==> src/rtl/thermtrip_pkg.sv <==
package thermtrip_pkg;
  typedef enum logic {
    REL_ON_RESET = 1'b0,
    REL_ON_PWROK = 1'b1
  } rel_mode_e;
endpackage

==> src/rtl/tt_temp_compare.sv <==
module tt_temp_compare #(
  parameter int CODE_W    = 8,
  parameter int TRIP_CODE = 135
) (
  input  logic              valid,
  input  logic [CODE_W-1:0] code,
  output logic              hot_seen
);
  localparam logic [CODE_W-1:0] TRIP_VAL = CODE_W'(TRIP_CODE);

  // a code counts only on an accepted beat
  always_comb hot_seen = valid && (code >= TRIP_VAL);
endmodule

==> src/rtl/tt_drive_window.sv <==
module tt_drive_window #(
  parameter int EN_DELAY_US = 10
) (
  input  logic clk,
  input  logic rst_n,
  input  logic pwr_ok,
  input  logic us_tick,
  output logic window_open
);
  localparam int CW = $clog2(EN_DELAY_US + 1);
  localparam logic [CW-1:0] LAST = CW'(EN_DELAY_US - 1);

  logic [CW-1:0] cnt_q;
  logic          open_q;

  always_ff @(posedge clk or negedge rst_n) begin
    if (!rst_n) begin
      cnt_q  <= '0;
      open_q <= 1'b0;
    end else if (!pwr_ok) begin
      cnt_q  <= '0;
      open_q <= 1'b0;
    end else if (!open_q && us_tick) begin
      cnt_q <= cnt_q + 1'b1;
      if (cnt_q == LAST) open_q <= 1'b1;
    end
  end

  // window shuts in the same cycle power-good falls
  always_comb window_open = open_q && pwr_ok;

  p_cnt_bound_r7: assert property (@(posedge clk) disable iff (!rst_n)
    cnt_q <= CW'(EN_DELAY_US));
  p_close_r8: assert property (@(posedge clk) disable iff (!rst_n)
    !pwr_ok |=> !open_q);
  p_open_needs_tick_r7: assert property (@(posedge clk) disable iff (!rst_n)
    $rose(open_q) |-> $past(us_tick));
endmodule

==> src/rtl/tt_trip_latch.sv <==
module tt_trip_latch (
  input  logic clk,
  input  logic rst_n,
  input  logic armed,
  input  logic release_now,
  input  logic hot_seen,
  output logic tripped
);
  always_ff @(posedge clk or negedge rst_n) begin
    if (!rst_n)                  tripped <= 1'b0;
    else if (release_now)        tripped <= 1'b0;
    else if (armed && hot_seen)  tripped <= 1'b1;
  end

  p_set_r2: assert property (@(posedge clk) disable iff (!rst_n)
    (armed && hot_seen && !release_now) |=> tripped);
  p_hold_r4: assert property (@(posedge clk) disable iff (!rst_n)
    (tripped && !release_now) |=> tripped);
  p_release_r12: assert property (@(posedge clk) disable iff (!rst_n)
    release_now |=> !tripped);
endmodule

==> src/rtl/thermal_trip_ctrl.sv <==
module thermal_trip_ctrl
  import thermtrip_pkg::*;
#(
  parameter int CODE_W      = 8,
  parameter int TRIP_CODE   = 135,
  parameter int EN_DELAY_US = 10
) (
  input  logic              clk,
  input  logic              rst_n,
  input  logic              pwr_ok,
  input  logic              release_mode,
  input  logic              us_tick,
  input  logic              temp_valid,
  output logic              temp_ready,
  input  logic [CODE_W-1:0] temp_code,
  output logic              trip_n,
  output logic              trip_oe,
  output logic              halt_req
);
  rel_mode_e mode;
  logic hot_seen, window_open, tripped;
  logic armed, release_now, drive_en;

  always_comb mode = rel_mode_e'(release_mode);

  tt_temp_compare #(.CODE_W(CODE_W), .TRIP_CODE(TRIP_CODE)) u_cmp (
    .valid(temp_valid), .code(temp_code), .hot_seen(hot_seen));

  tt_drive_window #(.EN_DELAY_US(EN_DELAY_US)) u_win (
    .clk(clk), .rst_n(rst_n), .pwr_ok(pwr_ok), .us_tick(us_tick),
    .window_open(window_open));

  always_comb begin
    if (mode == REL_ON_PWROK) begin
      armed       = pwr_ok;
      release_now = !pwr_ok;
      drive_en    = window_open;
    end else begin
      armed       = 1'b1;
      release_now = 1'b0;
      drive_en    = 1'b1;
    end
  end

  tt_trip_latch u_latch (
    .clk(clk), .rst_n(rst_n), .armed(armed), .release_now(release_now),
    .hot_seen(hot_seen), .tripped(tripped));

  assign temp_ready = 1'b1;
  assign trip_oe    = drive_en;
  assign trip_n     = !(tripped && drive_en);
  assign halt_req   = tripped;

  p_pin_halt_r2: assert property (@(posedge clk) disable iff (!rst_n)
    !trip_n |-> halt_req);
  p_idle_pin_r9: assert property (@(posedge clk) disable iff (!rst_n)
    !trip_oe |-> trip_n);
  p_drop_r8: assert property (@(posedge clk) disable iff (!rst_n)
    (release_mode && !pwr_ok) |-> (trip_n && !trip_oe));
  p_legacy_drive_r6: assert property (@(posedge clk) disable iff (!rst_n)
    !release_mode |-> trip_oe);
endmodule

==> config.mk <==
export PLATFORM = sky130hd
export DESIGN_NAME = thermal_trip_ctrl
export DESIGN_NICKNAME = d
export VERILOG_FILES = /design/src/rtl/thermtrip_pkg.sv /design/src/rtl/tt_temp_compare.sv /design/src/rtl/tt_drive_window.sv /design/src/rtl/tt_trip_latch.sv /design/src/rtl/thermal_trip_ctrl.sv
export SDC_FILE = /design/constraint.sdc
export NUM_CORES = 1
export LEC_CHECK = 0
export BUFFER_PORTS_ARGS = -buffer_cell sky130_fd_sc_hd__buf_2
export CAP_MARGIN = 20
export CORE_AREA = 8 8 45 47
export CTS_CLUSTER_SIZE = 10
export DETAILED_ROUTE_END_ITERATION = 8
export DIE_AREA = 0 0 53 55
export PLACE_DENSITY = 0.59
export SLEW_MARGIN = 20
export SYNTH_ARGS = -nofsm -noshare
export SYNTH_HDL_FRONTEND = slang
export SYNTH_SLANG_ARGS = --single-unit
export TNS_END_PERCENT = 30
==> constraint.sdc <==
create_clock -name clk -period 1.29 [get_ports clk]
set_input_delay 0.3225 -clock clk [delete_from_list [all_inputs] [get_ports clk]]
set_output_delay 0.3225 -clock clk [all_outputs]
set_load 0.05 [all_outputs]
==> metrics.md, run 1 <==
| Metric | Value |
|---|---|
| Leakage dissipation | 0.272 nW |
| Top-Level Pins | 18 |
| Clock sinks | 6 |
| Endpoints failing hold | 0 |
| Crit path depth | 4 |
| Tot Pwr | 0.497 mW |
| Worst setup EP type | output pin |
| DIE HEIGHT | 55 um |
| Antenna-violating nets left | 0 |
| DP Wirelength | 658 um |
| CTS buffer count | 3 |
| Slew Viols, Final | 0 |
| Family with the most delay on the worst path | flip-flops |
| Hold Startpoint | temp_code[7] |
| Library cells used by synthesis | 21 |
| Outcome | complete, but fails checks |
| Latest clock arrival within the worst-skew pair | 0.24 ns |
| Vias in the first global route | 311 |
| Post-synthesis sequential area ratio | 44.8% |
| Post-synthesis cell area | 335 um^2 |
| YS warnings | 0 |
| Worst hold path type | in -> reg |
| Grt ovf | 0 |
| CP max FO | 2 |
| Maximum vdd drop | 0.513 mV |
| Total core area | 1380 um^2 |
| Period utilization | 100% |
| GR Util All Layers | 6.92% |
| Die footprint | 2920 um^2 |
| Pin count of the biggest net entering global routing | 8 |
| CTS Root Cell | clkbuf_4 |
| Worst r2r src | u_win.open_q |
| Register-to-Register Path Depth | 4 |
| Routed wire length | 806 um |
| Htree depth | 1 |
| Setup Skew | 0.00334 ns |
| Area delta synth->final | 49.3% |
| Post-Route Utilization | 36.2% |
| Wire per inst | 11.5 um |
| Setup violations, final | 1 |
| Number of diodes | 0 |
| Clock-pin slew on the worst setup and hold paths | 0.04 ns |
| Crit-path max cell delay | 0.38 ns |
| Filler instances | 142 |
| Violated checks | negative setup slack |
| Fmax | 773 MHz |
| Detailed Routing Iterations Pass 1 | 2 |
| WP data required | 0.97 ns |
| RSZ-0062 raised after global routing | yes |
| Post-Syn Nets | 49 |
| Post-Syn Area per Cell | 10.2 um^2 |
| DR DRC count | 0 |
| Min Tclk post-route | 1.29 ns |
| Synth Instances | 33 |
| CTS tree | done |
| Via/cell ratio | 4.44 |
| Initial antenna violation count | 0 |
| R2R Setup Slk | 0.18 ns |
| Chip Width | 53 um |
| I/O Buffers | 16 |
| Startpoint types | register |
| Row count | 14 |
| Via count | 311 |
| Critical path arrival | 0.97 ns |
| Hold_ws | 0.388 ns |
| Fin worst setup slack | -0.00356 ns |
| Initial Util | 24.2% |
| Setup crit end | trip_n |
| R2r endpoint | u_win.cnt_q[3] |
| Cell Pwr Density | 992 nW/um^2 |
| Maxcap violations | 0 |
| First-pass GRT wire length | 1.38 mm |
| Final net count | 72 |
| Placer Congestion | 0.740 |
| Number of synthesized register bits | 6 |
| Setup crit start | u_win.open_q |
| CTS max path bufs | 2 |
| Crit path kind | reg -> out |
| Crit-path cells | nand2_1, nand2_2, nand2_4, buf_8 |
| Share of cells above drive strength 1 | 44.4% |
| Critical path buffer and inverter count | 1 |
| Slowest-stage cell, CP | dfrtp_1 |
| DR iter-0 viols | 5 |
layer usage:
metal	up-vias	part of all wire [%]	global-route usage, %
met5	-	0	0
li1	154	-	-
met4	0	0	3.88
met2	20	41	9.57
met3	0	25	7.75
met1	137	34	6.00
stage by stage:
stage               cells  cell area, um^2   TNS, ns  setup WS (ns)
floorplan              33              345         0         0.0759
global placement       65              445   -0.0557        -0.0557
detailed placement     65              445   -0.0768        -0.0768
CTS                    70              498   -0.0333        -0.0178
global route           70              500    -0.164        -0.0691
finish                 70              500  -0.00356       -0.00356
worst min path at each step:
stage	endpoint	slack [ns]	cells past startpoint
final	u_latch.tripped	0.39	3
after global routing	u_latch.tripped	0.40	3
after CTS	u_latch.tripped	0.39	3
after detailed placement	u_latch.tripped	0.15	1
after global placement	u_win.open_q	0.16	1
after floorplan	u_latch.tripped	0.03	0
state kept, by name, summed over array words and instances (netlist names):
signal / cells
u_win.cnt_q: 4
u_latch.tripped: 1
u_win.open_q: 1
cell usage in the layout, fill, tap and decap left out, types with 2 or more instances in the layout:
master and count:
buf_4 3, nand2_1 3, buf_2 14, clkbuf_4 3, and2_1 2, ha_1 2
dfrtp_1 6
cell families (layout without fill, tap and decap cells):
kind of cell             count (synthesis)  count (layout)  synth area share (%)
buffers and inverters                    2              23                  3.36
flip-flops                               6               6                  44.8
multiplexers                             1               1                  2.99
adder cells (fa/ha/maj)                  2               2                  7.46
other                                    1               1                  1.12
AND/OR/NAND/NOR                         15              15                  25.7
XOR/XNOR                                 2               2                  5.22
AO/OA/AOI/OAI                            4               4                  9.33
cells in the mapped netlist:
master,count,area share (%)
o211a_1,1,3.0
nand2_1,5,5.6
o21a_1,1,2.2
mux2i_1,1,3.0
xor2_1,1,2.6
conb_1,1,1.1
or4_1,1,2.2
nand4_1,1,1.9
and4b_1,1,3.0
a311oi_1,1,2.6
and2_1,2,3.7
nand3b_1,1,2.2
buf_4,1,2.2
nor3_1,1,1.5
xnor2_1,1,2.6
nor2b_1,2,3.7
dfrtp_1,6,45
inv_1,1,1.1
a21oi_1,1,1.5
ha_1,2,7.5
nand2b_1,1,1.9
power breakdown:
group | internal [mW] | switching [mW] | total, mW
Clock | 0.105 | 0.0625 | 0.167
Combinational | 0.0485 | 0.0674 | 0.116
Sequential | 0.200 | 0.0137 | 0.213
Total | 0.353 | 0.144 | 0.497
final cells by class:
class	instances	area [um^2]	area share, %
Inverter	1	3.75	0.750
Tap cell	16	20.0	4.00
Clock buffer	3	22.5	4.50
Sequential cell	6	150	30.0
Multi-Input combinational cell	25	186	37.3
Timing Repair Buffer	19	118	23.5
timing repair:
item / 4_1_cts / 5_1_grt
resized for setup: 4 / 1
endpoints found under the setup margin: 3 / 4
endpoints found under the hold margin: 6 / 0
setup buffers: 1 / 0
hold buffers: 1 / 0
pin swaps: 3 / 0
worst min-delay path: cells and delay by family:
| family | cells | cell delay, ns |
|---|---|---|
| AO/OA/AOI/OAI | 1 | 0.11 |
| buffers and inverters | 1 | 0.10 |
| AND/OR/NAND/NOR | 1 | 0.06 |
Note: power is estimated with default switching activity, not from simulation.
==> run 2, diff against run 1 <==
--- a/config.mk
+++ b/config.mk
@@ -12,6 +12,7 @@
 export DETAILED_ROUTE_END_ITERATION = 8
 export DIE_AREA = 0 0 53 55
 export PLACE_DENSITY = 0.59
+export SETUP_SLACK_MARGIN = 0.2
 export SLEW_MARGIN = 20
 export SYNTH_ARGS = -nofsm -noshare
 export SYNTH_HDL_FRONTEND = slang
==> metrics.md, run 2 (same netlist as run 1, synthesis figures left out) <==
| Metric | Value |
|---|---|
| Register-to-Register Path Depth | 4 |
| Hold Startpoint | temp_code[7] |
| Chip Width | 53 um |
| Largest register FFs | 4 |
| CTS buffer count | 3 |
| Top-Level Pins | 18 |
| TNS Setup | 0 ns |
| Routed wire length | 800 um |
| R2R Setup Slk | 0.23 ns |
| Hold path cells | 3 |
| Via/cell ratio | 4.41 |
| Leakage dissipation | 0.275 nW |
| Slew Viols, Final | 0 |
| Detailed Routing Iterations Pass 1 | 2 |
| Initial antenna violation count | 0 |
| Area delta synth->final | 53.0% |
| Clock Power Share | 36.3% |
| Fmax | 786 MHz |
| Htree depth | 1 |
| Maximum vdd drop | 0.419 mV |
| Initial Util | 24.2% |
| Worst hold path type | in -> reg |
| WHS Endpoint | u_latch.tripped |
| Total core area | 1380 um^2 |
| Placer Congestion | 0.745 |
| First-pass GRT wire length | 1.22 mm |
| Clock-pin slew on the worst setup and hold paths | 0.05 ns |
| WP data required | 0.97 ns |
| Share of cells above drive strength 1 | 47.3% |
| Family with the most delay on the worst path | flip-flops |
| Combinational Power Share | 22.6% |
| Row count | 14 |
| Fin area | 513 um^2 |
| Antenna-violating nets left | 0 |
| Pre-CTS setup slack | -0.0930 ns |
| Crit path depth | 4 |
| Min Tclk post-route | 1.27 ns |
| Cell Pwr Density | 1010 nW/um^2 |
| R2r endpoint | u_win.cnt_q[2] |
| Grt ovf | 0 |
| P_sw | 0.152 mW |
| Metal3 WL | 173 um |
| CTS tree | done |
| Sequential share of power | 41.1% |
| Maxcap violations | 0 |
| Post-Route Utilization | 37.1% |
| Period utilization | 98.6% |
| Switching Share | 29.2% |
| DR DRC count | 0 |
| Tot Pwr | 0.520 mW |
| Outcome | complete, no violations |
| DR iter-0 viols | 2 |
| Endpoints failing hold | 0 |
| Met2 WL | 342 um |
| Top layer reached by signal wires | met4 |
| Int Pwr | 0.368 mW |
| Vias in the first global route | 306 |
| CTS max path bufs | 2 |
| Clock sinks | 6 |
| Startpoint types | register |
| CTS Root Cell | clkbuf_4 |
| GR Util All Layers | 5.76% |
| Commonest non-fill, non-tap cells in the layout | buf_2, dfrtp_1, nand2_1, clkbuf_4, buf_4 |
| I/O Buffers | 16 |
| Commonest non-fill, non-tap cell in the layout | buf_2 |
| Crit path kind | reg -> out |
| DP Wirelength | 661 um |
| Placed cell area | 447 um^2 |
| Worst setup EP type | output pin |
| Worst r2r src | u_win.open_q |
| Crit-path cells | nand2_1, nand2_2, nand2_4, buf_8 |
| Setup Skew | 0.00349 ns |
| Via count | 313 |
| M1 wire length | 276 um |
| Final net count | 72 |
| Latest clock arrival within the worst-skew pair | 0.24 ns |
| Number of diodes | 0 |
| Biggest regs | u_win.cnt_q (4), u_latch.tripped (1), u_win.open_q (1) |
| Pin count of the biggest net entering global routing | 8 |
| Crit-path max cell delay | 0.37 ns |
| CP max FO | 2 |
| Die footprint | 2920 um^2 |
| Critical path arrival | 0.95 ns |
| Wire per inst | 11.3 um |
| RSZ-0062 raised after global routing | yes |
| Setup violations, final | 0 |
| Largest Register | u_win.cnt_q |
| DIE HEIGHT | 55 um |
| Fin worst setup slack | 0.0174 ns |
| Critical path buffer and inverter count | 1 |
| Slowest-stage cell, CP | dfrtp_1 |
==> run 2: changes by cell type in the layout (fill, tap and decap cells not counted), sizes merged <==
| cell | before | now |
|---|---|---|
| clkbuf | 3 | 4 |
==> run 2: layout make-up <==
class / count / area [um^2]
Multi-Input combinational cell: 25 / 194
Tap cell: 16 / 20.0
Inverter: 1 / 3.75
Sequential cell: 6 / 151
Fill cell: 149 / 871
Clock buffer: 4 / 26.3
Timing Repair Buffer: 19 / 118
==> run 2: worst max-delay path by stage <==
| stage | slack, ns | start | to |
|---|---|---|---|
| floorplan | 0.08 | temp_code[6] | u_latch.tripped |
| global placement | -0.06 | temp_code[6] | u_latch.tripped |
| detailed placement | -0.09 | temp_code[6] | u_latch.tripped |
| CTS | 0.008 | u_win.open_q | trip_n |
| global route | -0.03 | u_win.open_q | trip_n |
| finish | 0.02 | u_win.open_q | trip_n |
==> run 2: worst min-delay path: stages <==
cell	delay (ns)
buf_2	0.09
a21oi_1	0.11
nor3_1	0.06
==> run 2: power groups by stage <==
stage / combinational [mW] / clock [mW] / sequential (mW)
3_5_place_dp: 0.106 / 0 / 0.217
2_1_floorplan: 0.0536 / 0 / 0.229
4_1_cts: 0.117 / 0.195 / 0.214
5_1_grt: 0.129 / 0.210 / 0.214
6_report: 0.117 / 0.188 / 0.214
3_3_place_gp: 0.105 / 0 / 0.217
==> run 2: repair_timing <==
item | 4_1_cts | 5_1_grt
pin swaps | 3 | 4
setup buffers | 1 | 0
hold buffers | 1 | 0
setup endpoints to repair | 4 | 9
hold endpoints to repair | 6 | 0
gates resized for setup | 4 | 3
==> run 2: per-layer routing <==
| metal | global-route usage [%] | vias up |
|---|---|---|
| li1 | - | 156 |
| met1 | 4.92 | 136 |
| met2 | 8.79 | 19 |
| met3 | 5.88 | 2 |
| met4 | 2.59 | 0 |
| met5 | 0 | - |
==> run 2: per-stage QoR <==
step,std cells,hold slack [ns]
2_1_floorplan,33,0.0269
3_3_place_gp,65,0.157
3_5_place_dp,65,0.150
4_1_cts,71,0.374
5_1_grt,71,0.401
6_report,71,0.375
